## src/rtl/abx_pkg.sv

```systemverilog
package abx_pkg;
  localparam int unsigned SEL_W = 3;
  localparam logic [15:0] OP_MASK  = 16'hF138;
  localparam logic [15:0] OP_MATCH = 16'h0108;

  typedef enum logic [0:0] {ST_IDLE, ST_XFER} abx_state_t;

  typedef struct packed {
    logic             hit;
    logic             to_mem;
    logic             wide;
    logic [SEL_W-1:0] a_sel;
    logic [SEL_W-1:0] d_sel;
  } abx_dec_t;
endpackage

```

## src/rtl/abx_decode.sv

```systemverilog
module abx_decode
  import abx_pkg::*;
(
  input  logic [15:0] op,
  input  logic        en,
  output abx_dec_t    dec
);
  always_comb begin
    dec.hit    = en && ((op & OP_MASK) == OP_MATCH);
    dec.to_mem = op[7];
    dec.wide   = op[6];
    dec.a_sel  = op[2:0];
    dec.d_sel  = op[11:9];
  end
endmodule

```

## src/rtl/abx_addr_gen.sv

```systemverilog
module abx_addr_gen #(
  parameter int unsigned ADDR_W = 32,
  parameter int unsigned DISP_W = 16,
  parameter int unsigned STRIDE = 2
) (
  input  logic              clk,
  input  logic              rst,
  input  logic              load,
  input  logic              step,
  input  logic [ADDR_W-1:0] base,
  input  logic [DISP_W-1:0] disp,
  output logic [ADDR_W-1:0] addr
);
  localparam int unsigned EXT_W = ADDR_W - DISP_W;

  logic [ADDR_W-1:0] disp_sx;
  logic [ADDR_W-1:0] addr_q;

  assign disp_sx = {{EXT_W{disp[DISP_W-1]}}, disp};

  always_ff @(posedge clk) begin
    if (rst) begin
      addr_q <= '0;
    end else if (load) begin
      addr_q <= base + disp_sx;
    end else if (step) begin
      addr_q <= addr_q + ADDR_W'(STRIDE);
    end
  end

  assign addr = addr_q;

  p_step_by_stride_r7: assert property (@(posedge clk) disable iff (rst)
    (step && !load) |=> (addr == $past(addr) + ADDR_W'(STRIDE)));
endmodule

```

## src/rtl/abx_lane.sv

```systemverilog
module abx_lane #(
  parameter int unsigned DATA_W = 32,
  parameter int unsigned BYTE_W = 8,
  parameter int unsigned IDX_W  = 2
) (
  input  logic [DATA_W-1:0] word,
  input  logic [IDX_W-1:0]  idx,
  input  logic [BYTE_W-1:0] new_byte,
  output logic [BYTE_W-1:0] cur_byte,
  output logic [DATA_W-1:0] merged
);
  always_comb begin
    cur_byte = word[idx*BYTE_W +: BYTE_W];
    merged   = word;
    merged[idx*BYTE_W +: BYTE_W] = new_byte;
  end
endmodule

```

## src/rtl/alt_byte_xfer_seq.sv

```systemverilog
module alt_byte_xfer_seq
  import abx_pkg::*;
#(
  parameter int unsigned ADDR_W = 32,
  parameter int unsigned DATA_W = 32,
  parameter int unsigned BYTE_W = 8,
  parameter int unsigned DISP_W = 16,
  parameter int unsigned STRIDE = 2
) (
  input  logic              clk,
  input  logic              rst,
  input  logic              xfer_en,
  input  logic              start,
  input  logic [15:0]       opcode,
  input  logic [DISP_W-1:0] ext_word,
  output logic [2:0]        rf_areg_sel,
  input  logic [ADDR_W-1:0] rf_areg_val,
  output logic [2:0]        rf_dreg_sel,
  input  logic [DATA_W-1:0] rf_dreg_val,
  output logic              rf_wr_en,
  output logic [2:0]        rf_wr_sel,
  output logic [DATA_W-1:0] rf_wr_data,
  output logic              mem_req,
  output logic [ADDR_W-1:0] mem_addr,
  output logic              mem_we,
  output logic [BYTE_W-1:0] mem_wdata,
  input  logic              mem_ack,
  input  logic [BYTE_W-1:0] mem_rdata,
  output logic              done,
  output logic              not_handled
);
  localparam int unsigned NBYTES = DATA_W / BYTE_W;
  localparam int unsigned IDX_W  = $clog2(NBYTES);
  localparam logic [IDX_W-1:0] LAST_LONG = IDX_W'(NBYTES - 1);
  localparam logic [IDX_W-1:0] LAST_WORD = IDX_W'(NBYTES / 2 - 1);

  abx_dec_t          dec;
  abx_state_t        state_q;
  logic [IDX_W-1:0]  cnt_q;
  logic [DATA_W-1:0] data_q;
  logic              store_q;
  logic [2:0]        dsel_q;
  logic              done_q;
  logic              wr_q;
  logic              nh_q;
  logic              idle;
  logic              accept;
  logic              reject;
  logic              beat;
  logic              last;
  logic [BYTE_W-1:0] cur_byte;
  logic [DATA_W-1:0] merged;

  abx_decode u_dec (
    .op  (opcode),
    .en  (xfer_en),
    .dec (dec)
  );

  assign idle   = (state_q == ST_IDLE);
  assign accept = idle && start && dec.hit;
  assign reject = idle && start && !dec.hit;
  assign beat   = (state_q == ST_XFER) && mem_ack;
  assign last   = (cnt_q == '0);

  abx_addr_gen #(
    .ADDR_W (ADDR_W),
    .DISP_W (DISP_W),
    .STRIDE (STRIDE)
  ) u_addr (
    .clk  (clk),
    .rst  (rst),
    .load (accept),
    .step (beat && !last),
    .base (rf_areg_val),
    .disp (ext_word),
    .addr (mem_addr)
  );

  abx_lane #(
    .DATA_W (DATA_W),
    .BYTE_W (BYTE_W),
    .IDX_W  (IDX_W)
  ) u_lane (
    .word     (data_q),
    .idx      (cnt_q),
    .new_byte (mem_rdata),
    .cur_byte (cur_byte),
    .merged   (merged)
  );

  always_ff @(posedge clk) begin
    if (rst) begin
      state_q <= ST_IDLE;
      cnt_q   <= '0;
      data_q  <= '0;
      store_q <= 1'b0;
      dsel_q  <= '0;
      done_q  <= 1'b0;
      wr_q    <= 1'b0;
      nh_q    <= 1'b0;
    end else begin
      done_q <= 1'b0;
      wr_q   <= 1'b0;
      nh_q   <= reject;
      if (accept) begin
        state_q <= ST_XFER;
        cnt_q   <= dec.wide ? LAST_LONG : LAST_WORD;
        data_q  <= rf_dreg_val;
        store_q <= dec.to_mem;
        dsel_q  <= dec.d_sel;
      end else if (beat) begin
        if (!store_q) begin
          data_q <= merged;
        end
        if (last) begin
          state_q <= ST_IDLE;
          done_q  <= 1'b1;
          wr_q    <= !store_q;
        end else begin
          cnt_q <= cnt_q - 1'b1;
        end
      end
    end
  end

  assign rf_areg_sel = dec.a_sel;
  assign rf_dreg_sel = dec.d_sel;
  assign rf_wr_en    = wr_q;
  assign rf_wr_sel   = dsel_q;
  assign rf_wr_data  = data_q;
  assign mem_req     = (state_q == ST_XFER);
  assign mem_we      = store_q;
  assign mem_wdata   = cur_byte;
  assign done        = done_q;
  assign not_handled = nh_q;

  p_hold_request_r9: assert property (@(posedge clk) disable iff (rst)
    (mem_req && !mem_ack) |=> (mem_req && $stable(mem_addr) && $stable(mem_we)
                               && $stable(mem_wdata)));

  p_done_single_r10: assert property (@(posedge clk) disable iff (rst)
    done |=> !done);

  p_writeback_with_done_r10: assert property (@(posedge clk) disable iff (rst)
    rf_wr_en |-> (done && !mem_req));

  p_refused_no_access_r1: assert property (@(posedge clk) disable iff (rst)
    not_handled |-> (!mem_req && !done));

  p_busy_ignores_start_r11: assert property (@(posedge clk) disable iff (rst)
    (mem_req && !mem_ack) |=> !not_handled);
endmodule

```

## config.mk

```make
export PLATFORM = sky130hd
export DESIGN_NAME = alt_byte_xfer_seq
export DESIGN_NICKNAME = d
export VERILOG_FILES = /design/src/rtl/abx_pkg.sv /design/src/rtl/abx_decode.sv /design/src/rtl/abx_addr_gen.sv /design/src/rtl/abx_lane.sv /design/src/rtl/alt_byte_xfer_seq.sv
export SDC_FILE = /design/constraint.sdc
export NUM_CORES = 1
export LEC_CHECK = 0
export ABC_AREA = 0
export ABC_CLOCK_PERIOD_IN_PS = 3800
export BUFFER_PORTS_ARGS = -buffer_cell sky130_fd_sc_hd__buf_2
export CORE_AREA = 4 4 141 143
export DETAILED_ROUTE_END_ITERATION = 10
export DIE_AREA = 0 0 145 147
export PLACE_DENSITY_LB_ADDON = 0.15
export SLEW_MARGIN = 20
export SYNTH_ARGS = -nofsm -noshare
export SYNTH_HDL_FRONTEND = slang
export SYNTH_HIERARCHICAL = 1
export SYNTH_SLANG_ARGS = --single-unit
export TNS_END_PERCENT = 1
```

## constraint.sdc

```tcl
create_clock -name clk -period 3.8 [get_ports clk]
set_clock_uncertainty 0.05 [all_clocks]
set_input_delay 0.76 -clock clk [delete_from_list [all_inputs] [get_ports clk]]
set_output_delay 0.76 -clock clk [all_outputs]
set_load 0.01 [all_outputs]
```

==> reports/metrics.cfg <==
[outcome]
outcome=complete, no violations

[pwr]
total_power_mw=2.05
power.leakage_nw=3.19
powerDensity_nw_per_um2=269
ir_drop_mv=0.155

[route]
drc=0
vias=6348
drt_iter0_drc=338
wl_per_cell_um=17.0
vias_per_cell=5.39
dr.pass1.iters=5
antenna_left=0
drt-total-wl_mm=20.0

[worst_setup_path]
slowest_delay_ns=0.41
path_max_fanout=4
path_cells=buf_2, ha_1, fa_1, a21o_1, a31o_2, a211o_2, o211ai_1, o211a_1, mux2_2, a21oi_1
cpMaxStageDelayCell=fa_1
critPathLaunchType=input port
cp.arrival_ns=3.20
cp.required_ns=4.03
crit_type=in -> reg
ff2ff_setup_slack_ns=1.26
critPathBufInv=1
cp_top_family=compound AO/OA/AOI/OAI gates
setup.worst_path.end_class=register

[synthesis]
yosysWarnings=6
synthesis.nets=940
synth.ff_latch_count=74
synth_largest_area_cell=dfxtp_1
netlist_area_um2=6380
synth_cells=791
synth.most_common_cell=dfxtp_1
ys_top_cells_by_area=dfxtp_1, ha_1, a211oi_2
ys_seq_area_share_pct=23.2
synth_top_area_share_pct=23.2
synth_cell_types=83
async_flop_share_pct=0
syn_area_per_cell_um2=8.07
synth_top_flop_cell=dfxtp_1
synthTopCellsByCount=dfxtp_1, inv_1, nand2_1, nor2_1, o22ai_1
synth-edff-count=0

[min_path]
hp-class=reg -> reg

[floorplanning]
die_area_um2=21300
io_pins=195
std_cell_rows=50
die_h_um=147
coreArea_um2=18600
start_util_pct=34.4
die_width_um=145

[sta]
finalSetupViolCount=0
slew_viol_final=0
finalSetupTns_ns=0
period_minus_slack_ns=2.97
rsz0062_at_grt=no
max_freq_mhz=337
max-slew-margin-rel_pct=53.3
worst_slew_pin_slew_ns=0.701
fin_crit_sh_pct=78.2
finalHoldViolCount=0
fin_ws_ns=0.828

[clock_tree]
cts_tree=yes
cts_setup_buffers=0
cts.sinks=74
htree_levels=3
ctsHoldBuffers=0
cts-buffers-inserted=9
clockRootBuffer=clkbuf_16
ctsResizeCount=0
max-clock-path-buffers=2
path_clk_slew_ns=0.06
clk_latency_ns=0.34

[finish]
drive_above_1_share_pct=30.1
fin_area_um2=7620
multi_input_area_um2=4290
fill_cells=1960
area_delta_synth_final_pct=19.4
insertedDiodeCount=0
ff_latch_area_um2=1480
nets=1087

[grt]
grt_first_pass_wirelength_mm=32.2
grt_max_degree=46
grt_overflow=0
grtUsageTotal_pct=18.1
first_global_vias=6204
antenna_found_initial=0

[placed_design]
place_ws_ns=0.478
place.gp.congestion=0.821
hpwl_mm=15.4
io_buffers=188
dpl-instance-area_um2=7340

[job]
cap_violations=0

==> cell type report <==
| type | count | area share [%] |
|---|---|---|
| tap | 234 | 3.84 |
| clock inverter | 6 | 0.755 |
| clock buffer | 10 | 3.00 |
| timing repair buffer | 196 | 13.2 |
| sequential | 74 | 19.4 |
| multi-input combinational | 585 | 56.3 |
| inverter | 72 | 3.54 |
==> through the flow <==
stage,hold WS [ns],utilization [%],std cells
after floorplan,0.431,-,791
after CTS,0.407,41.0,1177
after detailed placement,0.399,39.5,1161
final,0.405,41.0,1177
after global routing,0.436,41.0,1177
after global placement,0.396,39.5,1161
==> worst min-delay path: stages (launching register included) <==
cell     delay, ns
dfxtp_1       0.31
nand2_1       0.05
a21oi_1       0.05
==> registers in the layout, summed over array words and instances (netlist names) <==
name	count
not_handled	1
rf_wr_sel	3
rf_wr_en	1
u_addr/addr	32
mem_req	1
rf_wr_data	32
cnt_q	2
mem_we	1
done	1
==> cell usage in the layout (no fill, tap or decap), types with 3 or more instances in the layout <==
cell and count:
a211oi_1 22, a211oi_2 30, a21o_1 18, a21oi_1 44, a22o_1 8, and2_1 4
and3_1 5, buf_2 187, buf_4 9, clkbuf_16 9, clkinv_2 4, dfxtp_1 74
ha_1 39, inv_1 71, mux2i_1 5, mux4_2 8, nand2_1 67, nand2b_1 3
nand3_1 26, nand4_1 17, nor2_1 59, nor3_1 16, o21a_1 5, o21ai_0 17
o21ai_1 3, o21bai_1 10, o22ai_1 51, o22ai_2 8, o31ai_1 3, or3_1 4
xnor2_1 27, xor2_1 20
==> path summary, 6_finish.rpt <==
path                                startpoint         endpoint  cells past startpoint
worst min register to register    rf_wr_sel[2]     rf_wr_sel[2]                      2
worst min-delay path              rf_wr_sel[2]     rf_wr_sel[2]                      2
worst max-delay path            rf_areg_val[0]  u_addr/addr[30]                     10
worst max register to register        cnt_q[0]   rf_wr_data[22]                      7
==> cells by family after synthesis <==
logic type / share of synthesized area, %
xor gates and xnor gates: 6.45
buffers and inverters: 9.58
AOI/OAI and AO/OA: 30.2
adders and majority gates: 7.96
and+or+nand+nor: 18.8
DFF: 23.2
muxes: 3.78
==> power breakdown <==
group / internal (mW) / total (mW) / switching, mW
clock network: 0.504 / 0.847 / 0.343
logic: 0.176 / 0.428 / 0.252
registers: 0.777 / 0.779 / 0.00133
total: 1.46 / 2.05 / 0.597
==> per-layer routing <==
metal | vias to the layer above | wire (um) | GRT usage [%] | share of wire [%]
met5 | - | 0 | 0 | 0
met3 | 17 | 1190 | 3.55 | 5.9
met1 | 2938 | 9180 | 23.4 | 46
met4 | 0 | 260 | 5.51 | 1.3
li1 | 3176 | - | - | -
met2 | 217 | 9370 | 30.8 | 47
No activity file was read; power rests on OpenSTA's default activity.
